[src/rtl/sport_pkg.sv]
// Shared constants for the serial port register front end.
// Assumes a word-addressed window where the word index is addr >> 2.
package sport_pkg;
    // Word indices of the defined registers
    localparam int IDX_TXD  = 0;
    localparam int IDX_RXD  = 1;
    localparam int IDX_STAT = 5;

    // Bit positions inside the status word
    localparam int ST_RXRDY = 0;
    localparam int ST_TXRDY = 1;

    // Decoded access kind
    typedef enum logic [2:0] {
        ACC_NONE,
        ACC_TX_WR,
        ACC_RX_RD,
        ACC_ST_RD,
        ACC_OTHER
    } acc_kind_t;
endpackage

[src/rtl/sport_bus_decode.sv]
// Bus access decoder: classifies one request into a register action.
// Assumes one request per cycle. An access counts only when it is
// full-word and aligned. Undefined indices and status writes map to
// ACC_OTHER, which has no effect.
module sport_bus_decode #(
    parameter int ADDR_W = 5,
    parameter int BE_W   = 4
) (
    input  logic              bus_req,
    input  logic              bus_we,
    input  logic [ADDR_W-1:0] bus_addr,
    input  logic [BE_W-1:0]   bus_be,
    output sport_pkg::acc_kind_t kind,
    output logic              rd_any
);
    import sport_pkg::*;

    localparam int IDX_W = ADDR_W - 2;

    logic             word_ok;
    logic [IDX_W-1:0] idx;

    assign word_ok = (&bus_be) && (bus_addr[1:0] == 2'b00);
    assign idx     = bus_addr[ADDR_W-1:2];
    assign rd_any  = bus_req && !bus_we;

    // Map the request to one action; anything invalid is ignored
    always_comb begin
        kind = ACC_NONE;
        if (bus_req) begin
            kind = ACC_OTHER;
            if (word_ok) begin
                if (bus_we && int'(idx) == IDX_TXD)
                    kind = ACC_TX_WR;
                else if (!bus_we && int'(idx) == IDX_RXD)
                    kind = ACC_RX_RD;
                else if (!bus_we && int'(idx) == IDX_STAT)
                    kind = ACC_ST_RD;
            end
        end
    end
endmodule

[src/rtl/sport_rx_hold.sv]
// Receive holding register: keeps one byte and a full flag.
// Assumes the line side transfers only when valid and ready are both
// high. A capture wins over a clear in the same cycle, which can only
// happen while the register is empty.
module sport_rx_hold #(
    parameter int DATA_W = 8
) (
    input  logic              clk,
    input  logic              rst_n,
    input  logic              rx_valid,
    input  logic [DATA_W-1:0] rx_data,
    output logic              rx_ready,
    input  logic              rd_clear,
    output logic              full,
    output logic [DATA_W-1:0] hold
);
    logic take;

    assign rx_ready = !full;
    assign take     = rx_valid && rx_ready;

    // Capture an offered byte while empty; the holding read empties it
    always_ff @(posedge clk) begin
        if (!rst_n) begin
            full <= 1'b0;
            hold <= '0;
        end else if (take) begin
            full <= 1'b1;
            hold <= rx_data;
        end else if (rd_clear) begin
            full <= 1'b0;
        end
    end
endmodule

[src/rtl/sport_tx_hold.sv]
// Transmit holding slot: one pending byte offered on a valid/ready stream.
// Assumes a load arriving while a byte is pending is to be dropped,
// including in the cycle in which the pending byte is taken.
module sport_tx_hold #(
    parameter int DATA_W = 8
) (
    input  logic              clk,
    input  logic              rst_n,
    input  logic              load,
    input  logic [DATA_W-1:0] load_data,
    output logic              tx_valid,
    input  logic              tx_ready,
    output logic [DATA_W-1:0] tx_data,
    output logic              pend
);
    assign tx_valid = pend;

    // Accept a load only into an empty slot; drop pending on handshake
    always_ff @(posedge clk) begin
        if (!rst_n) begin
            pend    <= 1'b0;
            tx_data <= '0;
        end else if (pend) begin
            if (tx_ready)
                pend <= 1'b0;
        end else if (load) begin
            pend    <= 1'b1;
            tx_data <= load_data;
        end
    end
endmodule

[src/rtl/sport_regfront.sv]
// Serial port register front end (top).
// Holds a word-addressed window of transmit data, receive data and
// status. Read data is registered and is valid one cycle after the
// request. Assumes the bus issues at most one access per cycle.
module sport_regfront #(
    parameter int BUS_W  = 32,
    parameter int DATA_W = 8,
    parameter int ADDR_W = 5
) (
    input  logic                clk,
    input  logic                rst_n,
    input  logic                bus_req,
    input  logic                bus_we,
    input  logic [ADDR_W-1:0]   bus_addr,
    input  logic [BUS_W/8-1:0]  bus_be,
    input  logic [BUS_W-1:0]    bus_wdata,
    output logic [BUS_W-1:0]    bus_rdata,
    output logic                bus_rvalid,
    output logic                tx_valid,
    input  logic                tx_ready,
    output logic [DATA_W-1:0]   tx_data,
    input  logic                rx_valid,
    output logic                rx_ready,
    input  logic [DATA_W-1:0]   rx_data
);
    import sport_pkg::*;

    localparam int BE_W = BUS_W / 8;

    acc_kind_t         kind;
    logic              rd_any;
    logic              rd_rx;
    logic              rd_st;
    logic              wr_tx;
    logic              rx_full;
    logic [DATA_W-1:0] rx_hold;
    logic              tx_pend;
    logic [BUS_W-1:0]  stat_word;
    logic [BUS_W-1:0]  rd_mux;
    logic              unused_wdata_hi;

    assign unused_wdata_hi = ^bus_wdata[BUS_W-1:DATA_W];

    sport_bus_decode #(.ADDR_W(ADDR_W), .BE_W(BE_W)) u_dec (
        .bus_req (bus_req),
        .bus_we  (bus_we),
        .bus_addr(bus_addr),
        .bus_be  (bus_be),
        .kind    (kind),
        .rd_any  (rd_any)
    );

    assign rd_rx = (kind == ACC_RX_RD);
    assign rd_st = (kind == ACC_ST_RD);
    assign wr_tx = (kind == ACC_TX_WR);

    sport_rx_hold #(.DATA_W(DATA_W)) u_rx (
        .clk     (clk),
        .rst_n   (rst_n),
        .rx_valid(rx_valid),
        .rx_data (rx_data),
        .rx_ready(rx_ready),
        .rd_clear(rd_rx),
        .full    (rx_full),
        .hold    (rx_hold)
    );

    sport_tx_hold #(.DATA_W(DATA_W)) u_tx (
        .clk      (clk),
        .rst_n    (rst_n),
        .load     (wr_tx),
        .load_data(bus_wdata[DATA_W-1:0]),
        .tx_valid (tx_valid),
        .tx_ready (tx_ready),
        .tx_data  (tx_data),
        .pend     (tx_pend)
    );

    // Assemble the status word from the two flags
    always_comb begin
        stat_word           = '0;
        stat_word[ST_RXRDY] = rx_full;
        stat_word[ST_TXRDY] = !tx_pend;
    end

    // Select read data; every other access reads as zero
    always_comb begin
        rd_mux = '0;
        if (rd_rx)
            rd_mux = {{(BUS_W-DATA_W){1'b0}}, rx_hold};
        else if (rd_st)
            rd_mux = stat_word;
    end

    // Register read data and its valid pulse
    always_ff @(posedge clk) begin
        if (!rst_n) begin
            bus_rdata  <= '0;
            bus_rvalid <= 1'b0;
        end else begin
            bus_rvalid <= rd_any;
            if (rd_any)
                bus_rdata <= rd_mux;
        end
    end
endmodule

[config.mk]
export PLATFORM = sky130hd
export DESIGN_NAME = sport_regfront
export DESIGN_NICKNAME = d
export VERILOG_FILES = /design/src/rtl/sport_pkg.sv /design/src/rtl/sport_bus_decode.sv /design/src/rtl/sport_rx_hold.sv /design/src/rtl/sport_tx_hold.sv /design/src/rtl/sport_regfront.sv
export SDC_FILE = /design/constraint.sdc
export NUM_CORES = 1
export LEC_CHECK = 0
export BUFFER_PORTS_ARGS = -buffer_cell sky130_fd_sc_hd__buf_4
export CORE_MARGIN = 5
export CORE_UTILIZATION = 35
export DETAILED_ROUTE_END_ITERATION = 10
export PLACE_DENSITY = 0.81
export SLEW_MARGIN = 20
export SYNTH_ARGS = -nofsm -noshare
export SYNTH_HDL_FRONTEND = slang
export SYNTH_SLANG_ARGS = --single-unit
[constraint.sdc]
create_clock -name clk -period 1.3 [get_ports clk]
set_clock_uncertainty 0.15 [all_clocks]
set_input_delay 0.195 -clock clk [delete_from_list [all_inputs] [get_ports clk]]
set_output_delay 0.195 -clock clk [all_outputs]
set_load 0.005 [all_outputs]
==> impl_metrics.py <==
metrics = {
    "route": {
        "detail_route.vias_per_cell": 4.35,
        "drtIter0Drc": 21,
        "dr_total_vias": 1084,
        "drt_pre_antenna_iters": 4,
        "post_drt_wl_per_cell_um": 11.5,
        "ant_nets": 0,
        "wirelength_um": 2860,
        "route.detailed.drc": 0,
    },
    "power_and_ir_drop": {
        "p_leak_nw": 0.745,
        "total_power_mw": 1.53,
        "worst_ir_drop_vdd_mv": 0.381,
        "cellPowerDensity_nw_per_um2": 910,
    },
    "final_layout": {
        "final_core_utilization": 0.461,
        "synthToLayoutAreaGrowth_pct": 28.7,
        "final_common_cell": "buf_4",
        "final_layout_size_suffix_gt1_frac": 0.318,
        "antenna_cells": 0,
        "nNetsFinal": 257,
        "finalInstanceArea_um2": 1680,
        "most-common-layout-cells": "buf_4, nand2_1, dfxtp_1",
    },
    "yosys": {
        "synth_cell_types": 26,
        "ys_seq_area_frac": 0.415,
        "syn-cell-area_um2": 1300,
        "yosys_warnings": 0,
        "synthDominantCellAreaShare": 0.415,
        "synth_largest_area_cell": "dfxtp_1",
        "syn_area_per_cell_um2": 8.57,
        "ys_top_cells_by_area": "dfxtp_1, buf_4, nand2_1, a21oi_1, mux2i_1",
        "post_synth_inst_count": 152,
        "synth.ff_latch_count": 27,
    },
    "clock_tree": {
        "cts.root.buffer_cell": "clkbuf_8",
        "clock_latency_ps": 270,
        "hold_buffers": 0,
        "clk_pin_slew_ps": 90,
        "tritoncts": "yes",
        "cts_made_buffers": 3,
        "ctsLongestPathBuffers": 2,
        "numClockSinks": 27,
        "ctsHtreeMaxLevel": 1,
    },
    "grt": {
        "grt_use_total": 0.103,
        "grt_pass1_wl_um": 4150,
        "globalRouteOverflowTotal": 0,
        "antenna_found_initial": 0,
        "vias_in_the_first_global_route": 958,
        "pin_count_of_the_biggest_net_entering_global_routing": 19,
    },
    "sta": {
        "setup_violators_final": 0,
        "min_period_over_period": 0.986,
        "achievable-frequency_mhz": 781,
        "report.final.slew_viol_count": 0,
        "period_needed_ps": 1280,
        "grt_setup_unrepaired": "yes",
        "timing.final.hold_violations": 0,
    },
    "place": {
        "port_buffers": 49,
        "placed_wire_length_estimate_um": 2240,
        "place_congestion": 0.741,
        "placed_cell_area_um2": 1610,
    },
    "floorplanning": {
        "start_util": 0.358,
        "core_area_um2": 3630,
        "dieWidth_um": 71.0,
        "dieArea_um2": 5040,
        "pin_count": 98,
        "row_count": 22,
        "chipHeight_um": 71.0,
    },
    "critical_path": {
        "cp_top_family": "simple AND/OR/NAND/NOR gates",
        "critPathMaxStageDelay_ps": 340,
        "setup.worst_path.start_class": "flip-flop",
        "worstPathCellList": "nor4b_4 > and3_2 > mux2i_1",
        "worst_setup_path_end_kind": "flip-flop",
        "worst_ep_required_time_ps": 1360,
        "crit_buf_inv": 0,
        "crit_type": "reg -> reg",
        "worst_path_max_delay_cell": "dfxtp_2",
        "data_arrival_at_the_endpoint_of_the_critical_path_ps": 1340,
        "worst-path-max-fanout": 4,
    },
    "job": {
        "timing.max_cap.violations": 0,
    },
    "outcome": {
        "outcome": "completed",
    },
    "min_path": {
        "timing.hold.worst.class": "in -> reg",
    },
}
Yosys cell counts:
| cell type | count |
|---|---|
| nand4_1 | 7 |
| o21a_1 | 2 |
| nand2b_1 | 2 |
| and4b_1 | 1 |
| and4bb_1 | 1 |
| a31oi_1 | 1 |
| buf_2 | 1 |
| buf_1 | 2 |
| conb_1 | 1 |
| buf_4 | 24 |
| mux2i_1 | 8 |
| clkinv_1 | 1 |
| clkbuf_1 | 3 |
| nor2_1 | 1 |
| nor4b_2 | 1 |
| and3_4 | 1 |
| nand2_1 | 40 |
| dfxtp_1 | 27 |
| inv_1 | 1 |
| buf_12 | 1 |
| o2111ai_1 | 1 |
| mux2_1 | 1 |
| nor2b_1 | 5 |
| a21oi_1 | 16 |
| nor3b_2 | 1 |
| buf_6 | 2 |
metal layers:
metal / GRT usage / up-vias / routed length, um
met5: 0 / - / 0
met4: 0.0605 / 0 / 63
met3: 0.0227 / 5 / 203
met2: 0.182 / 33 / 1520
met1: 0.112 / 492 / 1080
li1: - / 554 / -
worst register-to-register path: stages, from the launching register on:
cell     delay [ps]
dfxtp_2         340
nor4b_4         230
and3_2          290
mux2i_1         200
power by group:
part           total [mW]  internal, mW  switching, mW
combinational       0.190        0.0966         0.0937
sequential          0.855         0.845        0.00944
clock               0.481         0.218          0.263
total                1.53          1.16          0.367
cells by family after synthesis:
kind of cell    after synthesis  share of synthesized area
compound gates               20                     0.0845
buf+inv                      35                      0.195
flops                        27                      0.415
mux                           9                     0.0701
other cells                   1                    0.00288
simple gates                 60                      0.232
path summary, 6_finish.rpt:
path	from	to	slack (ps)	cells past startpoint
max	u_tx.pend	u_tx.tx_data[7]	20	3
max reg2reg	u_tx.pend	u_tx.tx_data[7]	20	3
min reg2reg	bus_rdata[7]	bus_rdata[7]	310	2
min	rx_data[7]	u_rx.hold[7]	9	3
cell type report:
| cell class | instances | area, um2 |
|---|---|---|
| clock inverter | 1 | 7.51 |
| tap | 48 | 60.1 |
| fill | 348 | 1960 |
| multi-input combinational | 114 | 613 |
| inverter | 2 | 7.51 |
| clock buffer | 3 | 41.3 |
| timing repair buffer | 54 | 405 |
| sequential | 27 | 542 |
flip-flops by register name, indices dropped and copies added (netlist names):
signal        count
bus_rdata         8
bus_rvalid        1
u_rx.full         1
u_rx.hold         8
u_tx.pend         1
u_tx.tx_data      8
repair_timing:
item | CTS | global route
gates resized for setup | 1 | 2
endpoints found under the setup margin | 8 | 8
hold endpoints to repair | 0 | 0
buffers inserted | 0 | 0
gates cloned | 0 | 1
stage by stage:
stage	std cells	TNS, ps	setup WS, ps	hold WS (ps)
floorplan	175	0	47.9	181
global placement	244	-94.3	-15.1	291
detailed placement	244	-236	-49.4	296
CTS	248	0	11.5	6.47
global route	249	-123	-33.5	7.00
finish	249	0	18.8	8.90
Note: power is estimated with default switching activity, not from simulation.
